### config.mk
export PLATFORM = sky130hd
export DESIGN_NAME = pwm_deadband_irq
export DESIGN_NICKNAME = d
export VERILOG_FILES = /design/src/rtl/pdb_pkg.sv /design/src/rtl/pdb_cfg_regs.sv /design/src/rtl/pdb_deadband_ch.sv /design/src/rtl/pdb_irq_filter.sv /design/src/rtl/pwm_deadband_irq.sv
export SDC_FILE = /design/constraint.sdc
export NUM_CORES = 1
export LEC_CHECK = 0
export ABC_AREA = 1
export CAP_MARGIN = 0
export CORE_MARGIN = 10
export CORE_UTILIZATION = 53
export CTS_CLUSTER_DIAMETER = 40
export CTS_CLUSTER_SIZE = 28
export DETAILED_ROUTE_END_ITERATION = 10
export PLACE_DENSITY = 0.78
export SYNTH_ARGS = -nofsm -noshare
export SYNTH_HDL_FRONTEND = slang
export SYNTH_SLANG_ARGS = --single-unit
### constraint.sdc
create_clock -name clk_i -period 2.8 [get_ports clk_i]
set_clock_uncertainty 0.15 [all_clocks]
set_input_delay 0.28 -clock clk_i [delete_from_list [all_inputs] [get_ports clk_i]]
set_output_delay 0.28 -clock clk_i [all_outputs]
set_load 0.01 [all_outputs]
### src/rtl/pdb_pkg.sv
package pdb_pkg;
  typedef enum logic [1:0] {
    IRQ_ANY_A = 2'b00,
    IRQ_ANY_B = 2'b01,
    IRQ_CAP   = 2'b10,
    IRQ_RC    = 2'b11
  } irq_mode_e;

  localparam int IRQ_MODE_W = 2;
endpackage

### src/rtl/pdb_cfg_regs.sv
module pdb_cfg_regs
  import pdb_pkg::*;
#(
  parameter int DLY_CODE_W = 3,
  localparam int CFG_W     = DLY_CODE_W + IRQ_MODE_W
) (
  input  logic                  clk_i,
  input  logic                  rst_ni,
  input  logic                  we_i,
  input  logic [CFG_W-1:0]      wdata_i,
  output logic [DLY_CODE_W-1:0] dly_code_o,
  output irq_mode_e             irq_mode_o
);
  always_ff @(posedge clk_i or negedge rst_ni) begin
    if (!rst_ni) begin
      dly_code_o <= '0;
      irq_mode_o <= IRQ_ANY_A;
    end else if (we_i) begin
      dly_code_o <= wdata_i[DLY_CODE_W-1:0];
      irq_mode_o <= irq_mode_e'(wdata_i[CFG_W-1:DLY_CODE_W]);
    end
  end
endmodule

### src/rtl/pdb_deadband_ch.sv
module pdb_deadband_ch #(
  parameter int CNT_W = 8
) (
  input  logic             clk_i,
  input  logic             rst_ni,
  input  logic             due_i,
  input  logic [CNT_W-1:0] dly_i,
  output logic             act_o
);
  logic [CNT_W-1:0] cnt_q;

  // drop at once when not due; count up to the delay before turning on
  always_ff @(posedge clk_i or negedge rst_ni) begin
    if (!rst_ni) begin
      act_o <= 1'b0;
      cnt_q <= '0;
    end else if (!due_i) begin
      act_o <= 1'b0;
      cnt_q <= '0;
    end else if (!act_o) begin
      if (cnt_q >= dly_i) act_o <= 1'b1;
      else                cnt_q <= cnt_q + 1'b1;
    end
  end
endmodule

### src/rtl/pdb_irq_filter.sv
module pdb_irq_filter
  import pdb_pkg::*;
(
  input  logic      clk_i,
  input  logic      rst_ni,
  input  irq_mode_e mode_i,
  input  logic      evt_rc_i,
  input  logic      evt_cap_i,
  output logic      irq_o,
  output logic      cap_src_o
);
  logic cap_hit, rc_hit, any_hit;

  always_comb begin
    cap_hit = evt_cap_i && (mode_i != IRQ_RC);
    rc_hit  = evt_rc_i  && (mode_i != IRQ_CAP);
    any_hit = cap_hit || rc_hit;
  end

  always_ff @(posedge clk_i or negedge rst_ni) begin
    if (!rst_ni) begin
      irq_o     <= 1'b0;
      cap_src_o <= 1'b0;
    end else begin
      irq_o <= any_hit;
      if (any_hit) cap_src_o <= cap_hit; // capture wins a tie
    end
  end
endmodule

### src/rtl/pwm_deadband_irq.sv
module pwm_deadband_irq
  import pdb_pkg::*;
#(
  parameter int  DLY_CODE_W = 3,
  localparam int CFG_W      = DLY_CODE_W + IRQ_MODE_W,
  localparam int MAX_DLY    = 1 << ((1 << DLY_CODE_W) - 1),
  localparam int CNT_W      = $clog2(MAX_DLY + 1)
) (
  input  logic             clk_i,
  input  logic             rst_ni,
  input  logic             cfg_we_i,
  input  logic [CFG_W-1:0] cfg_wdata_i,
  input  logic             pwm_i,
  input  logic             evt_reload_i,
  input  logic             evt_compare_i,
  input  logic             evt_capture_i,
  output logic             out_o,
  output logic             out_n_o,
  output logic             irq_o,
  output logic             cap_src_o
);
  logic [DLY_CODE_W-1:0] dly_code;
  irq_mode_e             irq_mode;
  logic [CNT_W-1:0]      dly_val;
  logic [1:0]            due, act;

  pdb_cfg_regs #(.DLY_CODE_W(DLY_CODE_W)) u_regs (
    .clk_i      (clk_i),
    .rst_ni     (rst_ni),
    .we_i       (cfg_we_i),
    .wdata_i    (cfg_wdata_i),
    .dly_code_o (dly_code),
    .irq_mode_o (irq_mode)
  );

  always_comb begin
    if (dly_code == '0) dly_val = '0;
    else                dly_val = CNT_W'(1) << dly_code;
  end

  assign due = {~pwm_i, pwm_i};

  for (genvar gi = 0; gi < 2; gi++) begin : g_ch
    pdb_deadband_ch #(.CNT_W(CNT_W)) u_ch (
      .clk_i  (clk_i),
      .rst_ni (rst_ni),
      .due_i  (due[gi]),
      .dly_i  (dly_val),
      .act_o  (act[gi])
    );
  end

  assign out_o   = act[0];
  assign out_n_o = act[1];

  pdb_irq_filter u_irq (
    .clk_i     (clk_i),
    .rst_ni    (rst_ni),
    .mode_i    (irq_mode),
    .evt_rc_i  (evt_reload_i | evt_compare_i),
    .evt_cap_i (evt_capture_i),
    .irq_o     (irq_o),
    .cap_src_o (cap_src_o)
  );
endmodule

==> flow_metrics.tcl, run 1 <==
set metrics [dict create \
    status "complete, no violations" \
    synth-compound-area-share_pct 2.88 \
    utilization_pct 64.2 \
    portBuffers 15 \
    hold_viol 0 \
    yosys_most_used_dff "dfrtp_1" \
    synthSimpleGateAreaFrac_pct 41.1 \
    layout-drive-gt1-share_pct 12.2 \
    num_vias 1519 \
    timing.final.crit_share_pct 69.8 \
    dr.first_iter.drc_count 61 \
    final_nets 284 \
    cts_tree "yes" \
    synth_area_leaders "dfrtp_1, nand2_1, ha_1, nand3_1, inv_1" \
    sequentialPowerShare_pct 49.4 \
    synth_top_area_cell "dfrtp_1" \
    boundaryPins 16 \
    finalSetupViolCount 0 \
    p_leak_nw 1.05 \
    reg2reg_depth 10 \
    hp-class "in2async" \
    cts_max_path_buffers 2 \
    path_common_cell "nand2_4" \
    grt_pass1_wl_um 6310 \
    path_clk_slew_ps 140 \
    critPathCaptureType "flop" \
    synth_xor_area_share_pct 0.985 \
    r2r_start "u_regs.dly_code_o[0]" \
    dieHeight_um 77.9 \
    syn_avg_cell_area_um2 7.48 \
    tightest_slew_ps 328 \
    grt_overflow 0 \
    required_ps 2890 \
    critPathArrivalTime_ps 2040 \
    cp_slowest_cell "dfrtp_1" \
    cts.sinks 25 \
    initial_core_util_pct 56.9 \
    path_max_fanout 9 \
    slew_viol_final 0 \
    ys_types 24 \
    num_antenna_cells 0 \
    design.core.area_um2 3130 \
    yosysMostFrequentCell "nand2_1" \
    holdBufCountCts 0 \
    reg2reg_slack_ps 850 \
    die_x_um 77.9 \
    setup_tns_ps 0 \
    area_growth_pct 12.8 \
    crit_chain "inv_1 > nand3_1 > ha_1 > nand3_1 > nor2_2 > nand2_4 > nand2_4 > nand2_4 > nand2_1 > nand2_1" \
    yosysWarnings 0 \
    ir_worst_vdd_uv 307 \
    clkPwrFrac_pct 19.8 \
    antenna_found_initial 0 \
    ant_nets 0 \
    synth_area_um2 1780 \
    grt_max_degree 26 \
    synth_mux_area_share_pct 0 \
    reg2reg_to "g_ch[1].u_ch.cnt_q[6]" \
    path_class "reg2reg" \
    cts_buffers 3 \
    async_reset_ff_share_pct 100 \
    dp_hpwl_um 2720 \
    grt_setup_unrepaired "false" \
    grt_usage_pct 12.4 \
    drc 0 \
    clkLatencyLatePin_ps 330 \
    swShare_pct 35.7 \
    netlist.area_leader.share_pct 35.2 \
    ctsHtreeMaxLevel 1 \
    maxCapViolCount 0 \
    comb_power_share_pct 30.8 \
    gp_congestion 0.827 \
    dr.pass1.iters 4 \
    root_buffer "clkbuf_4" \
    cellPowerDensity_nw_per_um2 422 \
    cts_resized 0 \
    p_int_uw 544 \
    synth_edf_count 0 \
    synth_seq_cells 25 \
    yosysSeqAreaShare_pct 35.2 \
    timing.slew.headroom_pct 78.1 \
    synth_top_family_by_area "simple AND/OR/NAND/NOR gates" \
    num_rows 20 \
    grt_pass1_vias 1463 \
    start_kind "flop" \
    postSynthNetCount 266 \
    die_area_um2 6070 \
    viasPerCell 5.08 \
    synthCells 238 \
    routed_wirelength_um 3520 \
    synth_common_cells "nand2_1, nand3_1, inv_1, dfrtp_1, ha_1" \
    slowest_delay_ps 440 \
    wire_per_inst_um 11.8 \
    synth_fa_ha_area_share_pct 11.3 \
    p_sw_uw 303 \
    fmax_mhz 512 \
    cts_setup_buffers 0 \
    post-route-min-period_ps 1950 \
]
[cell families after synthesis]
group           after synthesis
simple gates                146
flops                        25
compound gates               10
xor+xnor                      2
buf+inv                      39
fa+ha+maj                    16
[worst max-delay path by stage]
| stage | endpoint | slack, ps | from | cells past startpoint |
|---|---|---|---|---|
| 2_1_floorplan | g_ch[0].u_ch.cnt_q[5] | 1070 | u_regs.dly_code_o[0] | 10 |
| 3_3_place_gp | g_ch[0].u_ch.cnt_q[6] | 880 | u_regs.dly_code_o[0] | 10 |
| 3_5_place_dp | g_ch[0].u_ch.cnt_q[6] | 860 | u_regs.dly_code_o[0] | 10 |
| 4_1_cts | g_ch[1].u_ch.cnt_q[6] | 840 | u_regs.dly_code_o[0] | 10 |
| 5_1_grt | g_ch[0].u_ch.cnt_q[5] | 700 | u_regs.dly_code_o[0] | 10 |
| 6_report | g_ch[1].u_ch.cnt_q[6] | 850 | u_regs.dly_code_o[0] | 10 |
[power groups by stage]
stage | clock, mW | sequential, mW | combinational, mW
final | 0.168 | 0.419 | 0.260
after global routing | 0.185 | 0.423 | 0.297
after CTS | 0.174 | 0.418 | 0.264
after detailed placement | 0 | 0.425 | 0.263
after global placement | 0 | 0.424 | 0.256
after floorplan | 0 | 0.424 | 0.182
[metal layers]
layer | track usage [%] | routed length, um
met5 | 0 | 0
met2 | 20.2 | 1630
met1 | 15.3 | 1680
met4 | 5.91 | 91
met3 | 2.42 | 115
[worst max-delay path: cells and delay by family (launching register included)]
| kind | cells | cell delay [ps] |
|---|---|---|
| DFF | 1 | 440 |
| adders and majority gates | 1 | 320 |
| and+or+nand+nor | 8 | 800 |
| buffers and inverters | 1 | 140 |
[sequential cells by signal (all words and copies together) (netlist names)]
signal / count
g_ch.u_ch.cnt_q: 16
u_regs.dly_code_o: 3
g_ch.u_ch.act_o: 2
u_regs.irq_mode_o: 2
u_irq.cap_src_o: 1
u_irq.irq_o: 1
[layout make-up]
type                            count  area (um^2)
Inverter                           35          134
Clock buffer                        4         26.3
Tap cell                           44         55.1
Timing Repair Buffer               17          165
Sequential cell                    25          626
Fill cell                         299         1120
Multi-Input combinational cell    174         1000
[layout by cell type, fill, tap and decap left out, types with 2 or more instances in the layout]
cell type	count
a21oi_1	2
buf_4	2
clkbuf_4	3
clkdlybuf4s50_1	15
dfrtp_1	25
ha_1	16
inv_1	28
inv_2	5
nand2_1	60
nand2_2	6
nand2_4	5
nand3_1	36
nand4_1	10
nor2_1	14
nor2_2	4
nor2_4	2
nor3_1	6
o21ai_0	7
xor2_1	2
[stage by stage]
stage / hold WS, ps / power (mW) / cells / setup slack (ps) / area [um^2]
final: 148 / 0.847 / 299 / 847 / 2010
after detailed placement: 316 / 0.688 / 295 / 859 / 1980
after global routing: 176 / 0.904 / 299 / 696 / 2010
after CTS: 154 / 0.856 / 299 / 836 / 2010
after global placement: 311 / 0.680 / 295 / 885 / 1980
after floorplan: -166 / 0.606 / 238 / 1070 / 1780
(Power assumes the default switching activity.)
==> run 2: changes to the inputs <==
--- a/config.mk
+++ b/config.mk
@@ -8,11 +8,11 @@
 export ABC_AREA = 1
 export CAP_MARGIN = 0
 export CORE_MARGIN = 10
-export CORE_UTILIZATION = 53
+export CORE_UTILIZATION = 52
 export CTS_CLUSTER_DIAMETER = 40
 export CTS_CLUSTER_SIZE = 28
 export DETAILED_ROUTE_END_ITERATION = 10
-export PLACE_DENSITY = 0.78
+export PLACE_DENSITY = 0.8
 export SYNTH_ARGS = -nofsm -noshare
 export SYNTH_HDL_FRONTEND = slang
 export SYNTH_SLANG_ARGS = --single-unit
==> constraint.sdc (replaced) <==
create_clock -name clk_i -period 1.6 [get_ports clk_i]
set_clock_uncertainty 0.15 [all_clocks]
set_input_delay 0.16 -clock clk_i [delete_from_list [all_inputs] [get_ports clk_i]]
set_output_delay 0.16 -clock clk_i [all_outputs]
set_load 0.01 [all_outputs]
==> run 2 against run 1 <==
Net effect:
- the run now ends with hold timing, setup timing left
- count of clock-buffer cells in the layout shrank 1
- largest power group unchanged
- via count up 15%
- maximum frequency is 0.88% lower
- clock power up 90%
- worst setup slack got worse by 1200 ps
- non-clock buffer count is 30 higher
- first-iteration DRC count grew 36%
==> flow_metrics.tcl, run 2 (same netlist as run 1, synthesis figures left out) <==
set metrics [dict create \
    boundaryPins 16 \
    cp_top_family "simple AND/OR/NAND/NOR gates" \
    utilization_pct 77.6 \
    path_max_fanout 6 \
    critPathArrivalTime_ps 2060 \
    cellPowerDensity_nw_per_um2 688 \
    grt_pass1_wl_um 8020 \
    fmax_mhz 507 \
    top_register "g_ch.u_ch.cnt_q" \
    cts_max_path_buffers 2 \
    tightest_slew_ps 343 \
    viasPerCell 5.28 \
    crit_cells 9 \
    die_x_um 78.5 \
    num_antenna_cells 0 \
    violations "hold timing, setup timing" \
    crit_path_end "g_ch[1].u_ch.cnt_q[2]" \
    reg2reg_to "g_ch[1].u_ch.cnt_q[2]" \
    post-route-min-period_ps 1970 \
    p_int_mw 1.10 \
    cp_slowest_cell "dfrtp_2" \
    die_area_um2 6160 \
    num_vias 1747 \
    grt_overflow 0 \
    grt_pass1_vias 1696 \
    gp_congestion 0.882 \
    holdBufCountCts 0 \
    num_rows 21 \
    final_nets 314 \
    path_clk_slew_ps 160 \
    dr.pass1.iters 4 \
    routed_wirelength_um 5220 \
    status "finished with violations" \
    path_class "reg2reg" \
    initial_core_util_pct 53.7 \
    p_sw_uw 671 \
    reg2reg_depth 9 \
    dr.first_iter.drc_count 83 \
    grt_setup_unrepaired "true" \
    hp-class "in2async" \
    design.core.area_um2 3310 \
    grt_max_degree 26 \
    crit_chain "buf_6 > nand3_4 > ha_4 > nand3_4 > nor2_4 > nand2_4 > buf_4 > nand4_1 > nand2_1" \
    clkPwrFrac_pct 18.1 \
    dp_hpwl_um 3090 \
    required_ps 1690 \
    hold_slack_ps -2.40 \
    largest_register_ffs 16 \
    dp_worst_setup_slack_ps -343 \
    start_kind "flop" \
    clkLatencyLatePin_ps 350 \
    ctsHtreeMaxLevel 1 \
    wire_per_inst_um 15.8 \
    path_common_cell "nand3_4" \
    root_buffer "clkbuf_4" \
    slew_viol_final 0 \
    finalSetupViolCount 18 \
    maxCapViolCount 0 \
    top_regs "g_ch.u_ch.cnt_q: 16 flops, u_regs.dly_code_o: 3 flops" \
    timing.final.crit_share_pct 123 \
    r2r_start "u_regs.dly_code_o[2]" \
    p_leak_nw 1.28 \
    final_common_cell "nand2_1" \
    cts_buffers 3 \
    dieHeight_um 78.5 \
    drc 0 \
    cts.sinks 25 \
    comb_power_share_pct 40.3 \
    setup_ws_ps -371 \
    antenna_found_initial 0 \
    cts_tree "yes" \
    grt_usage_pct 16.0 \
    layout-drive-gt1-share_pct 34.0 \
    swShare_pct 38.0 \
    portBuffers 15 \
    slowest_delay_ps 520 \
    sequentialPowerShare_pct 41.6 \
    critPathCaptureType "flop" \
    critPathLaunch "u_regs.dly_code_o[2]" \
    final_cell_area_um2 2570 \
    hold_viol 4 \
    ir_worst_vdd_uv 401 \
    layout_common_cells "nand2_1, buf_4, inv_1, nand3_1, dfrtp_1" \
    placed_area_um2 2170 \
    critical_path_buf_inv_count 2 \
    ant_nets 0 \
    area_growth_pct 44.4 \
    reg2reg_slack_ps -370 \
    timing.slew.headroom_pct 77.1 \
]
run 2: worst reg2reg max path, stage by stage, from the launching register on:
cell and delay (ps):
dfrtp_2 520, buf_6 150, nand3_4 120, ha_4 300
nand3_4 100, nor2_4 150, nand2_4 90, buf_4 150
nand4_1 60, nand2_1 70
run 2: area by class of cell:
cell class / instances / area (um^2)
inverter: 35 / 136
timing repair buffer: 47 / 423
clock inverter: 1 / 7.51
fill: 220 / 742
tap: 46 / 57.6
multi-input combinational: 174 / 1290
clock buffer: 3 / 22.5
sequential: 25 / 628
run 2: through the flow:
step	TNS (ps)	hold slack (ps)	power [mW]	std cells
3_3_place_gp	-4890	314	1.26	318
3_5_place_dp	-5530	322	1.27	318
6_report	-5780	-2.40	1.77	331
2_1_floorplan	-1510	-286	1.08	238
5_1_grt	-7230	17.6	1.86	331
4_1_cts	-4200	34.1	1.60	326
run 2: what timing repair did:
item | in CTS | in global routing
gates resized for setup | 19 | 32
setup buffers | 4 | 5
setup endpoints to repair | 18 | 22
pin swaps | 1 | 12
gates cloned | 0 | 0
run 2: worst min path at each step:
stage / startpoint / slack (ps) / end
after floorplan: rst_ni / -290 / g_ch[0].u_ch.act_o
after global placement: u_irq.cap_src_o / 310 / u_irq.cap_src_o
after detailed placement: u_irq.cap_src_o / 320 / u_irq.cap_src_o
after CTS: rst_ni / 30 / u_irq.cap_src_o
after global routing: rst_ni / 20 / u_irq.cap_src_o
final: rst_ni / -2 / u_irq.cap_src_o
run 2: layer usage:
metal	wire length [um]	track usage, %	vias up
met5	0	0	-
met2	2830	30.8	33
met3	104	2.05	18
li1	-	-	867
met4	274	6.99	0
met1	2010	16.8	829
run 2: power by group through the flow:
stage | registers (mW) | logic [mW] | clock network, mW
finish | 0.734 | 0.713 | 0.319
global route | 0.742 | 0.775 | 0.348
CTS | 0.729 | 0.569 | 0.303
detailed placement | 0.737 | 0.533 | 0
global placement | 0.734 | 0.526 | 0
floorplan | 0.743 | 0.335 | 0
==> run 3: changes to the inputs <==
--- a/config.mk
+++ b/config.mk
@@ -12,7 +12,10 @@
 export CTS_CLUSTER_DIAMETER = 40
 export CTS_CLUSTER_SIZE = 28
 export DETAILED_ROUTE_END_ITERATION = 10
+export GPL_ROUTABILITY_DRIVEN = 0
 export PLACE_DENSITY = 0.8
+export RECOVER_POWER = 50
+export SKIP_CTS_REPAIR_TIMING = 1
 export SYNTH_ARGS = -nofsm -noshare
 export SYNTH_HDL_FRONTEND = slang
 export SYNTH_SLANG_ARGS = --single-unit
==> run 3 against run 2 <==
Net effect:
- the run ends with setup timing left
- worst setup slack gained 44 ps
- routed wire length shrank 11%
- power shrank 5.9%
- via count shrank 3.4%
- final area shrank 6.0%
- global-route usage shrank 2.6 points
- critical endpoint is now g_ch[0].u_ch.cnt_q[5]
- largest cell class unchanged
- largest power group unchanged
- highest routed layer unchanged
==> flow_metrics.tcl, run 3 (same netlist as run 1, synthesis figures left out) <==
set metrics [dict create \
    layout-drive-gt1-share_pct 29.5 \
    start_kind "flop" \
    status "finished with violations" \
    routed_wirelength_um 4640 \
    layout_common_cells "nand2_1, nand3_1, inv_1, buf_4, dfrtp_1" \
    grt_pass1_vias 1614 \
    cts_tree "yes" \
    boundaryPins 16 \
    grt_setup_unrepaired "true" \
    area_growth_pct 35.7 \
    violations "setup timing" \
    post-route-min-period_ps 1930 \
    critPathArrivalTime_ps 2020 \
    p_leak_nw 1.25 \
    required_ps 1690 \
    die_area_um2 6160 \
    cts_buffers 3 \
    fmax_mhz 519 \
    dieHeight_um 78.5 \
    path_max_fanout 9 \
    die_x_um 78.5 \
    hp-class "in2async" \
    cellPowerDensity_nw_per_um2 689 \
    grt_usage_pct 13.4 \
    antenna_found_initial 0 \
    portBuffers 15 \
    initial_core_util_pct 53.7 \
    final_cell_area_um2 2410 \
    final_common_cell "nand2_1" \
    hold_viol 0 \
    critPathCaptureType "flop" \
    finalSetupViolCount 18 \
    tightest_slew_ps 629 \
    clkLatencyLatePin_ps 330 \
    num_vias 1688 \
    grt_overflow 0 \
    path_clk_slew_ps 140 \
    top_regs "g_ch.u_ch.cnt_q: 16 flops, u_regs.dly_code_o: 3 flops" \
    grt_pass1_wl_um 6890 \
    wire_per_inst_um 14.2 \
    grt_max_degree 26 \
    num_rows 21 \
    root_buffer "clkbuf_4" \
    final_nets 310 \
    placed_area_um2 2170 \
    slew_viol_final 0 \
    viasPerCell 5.16 \
    timing.slew.headroom_pct 58.1 \
    dp_worst_setup_slack_ps -343 \
    utilization_pct 72.9 \
    timing.final.crit_share_pct 120 \
    hold_slack_ps 195 \
    largest_register_ffs 16 \
    reg2reg_depth 9 \
    cts_max_path_buffers 2 \
    ir_worst_vdd_uv 381 \
    design.core.area_um2 3310 \
    dr.pass1.iters 4 \
    setup_tns_ps -5350 \
    cts.sinks 25 \
    dp_hpwl_um 3090 \
    path_class "reg2reg" \
    setup_ws_ps -327 \
    drc 0 \
    top_register "g_ch.u_ch.cnt_q" \
    num_antenna_cells 0 \
    ctsHtreeMaxLevel 1 \
    ant_nets 0 \
    maxCapViolCount 0 \
    dr.first_iter.drc_count 49 \
]
==> run 3: changes by cell type in the layout (fill, tap and decap cells not counted), moves of 3 or more <==
cell     previous run  this run
buf_6               6         2
ha_1                6        10
ha_4               10         6
nand3_1            23        27
nand3_4             6         3
==> run 3: per-stage QoR <==
stage | std cells | total power [mW]
floorplan | 238 | 1.08
global placement | 318 | 1.26
detailed placement | 318 | 1.27
CTS | 322 | 1.56
global route | 327 | 1.78
finish | 327 | 1.66
==> run 3: final timing paths <==
| check | startpoint | endpoint | slack, ps |
|---|---|---|---|
| worst max-delay path | u_regs.dly_code_o[0] | g_ch[0].u_ch.cnt_q[5] | -330 |
| worst min-delay path | rst_ni | u_irq.cap_src_o | 190 |
| worst max register to register | u_regs.dly_code_o[0] | g_ch[0].u_ch.cnt_q[5] | -330 |
| worst min register to register | u_irq.cap_src_o | u_irq.cap_src_o | 350 |
| max in group asynchronous | rst_ni | u_regs.dly_code_o[1] | 660 |
| min in group clk_i | cfg_wdata_i[3] | u_regs.irq_mode_o[0] | 210 |
==> run 3: cell type report <==
type / count / area [um^2]
flip-flops and latches: 25 / 629
well taps: 46 / 57.6
repair buffers: 43 / 375
clock buffers: 3 / 22.5
inverters: 35 / 139
clock inverters: 1 / 7.51
fillers: 246 / 897
multi-input cells: 174 / 1180
==> run 3: where the power goes <==
part	switching (mW)	leakage (nW)	internal (mW)
clock	0.205	0.0139	0.0959
sequential	0.0539	0.326	0.683
combinational	0.348	0.911	0.276
total	0.607	1.25	1.06
==> run 3: routing by layer <==
metal  share of wire [%]  GRT usage, %  vias up
met5                   0             0        -
met4                 3.9          6.45        0
met3                 2.2          1.71       17
met2                  54          24.3       28
li1                    -             -      863
met1                  40          15.0      780
==> run 3: worst max-delay path, stage by stage, from the launching register on <==
cell and delay [ps]:
dfrtp_2 480, buf_4 160, nand3_4 100, ha_4 180, nor2_1 170, nand3_2 130, nor2_4 220, nand2_8 100
nand3_1 100, nand2_1 60
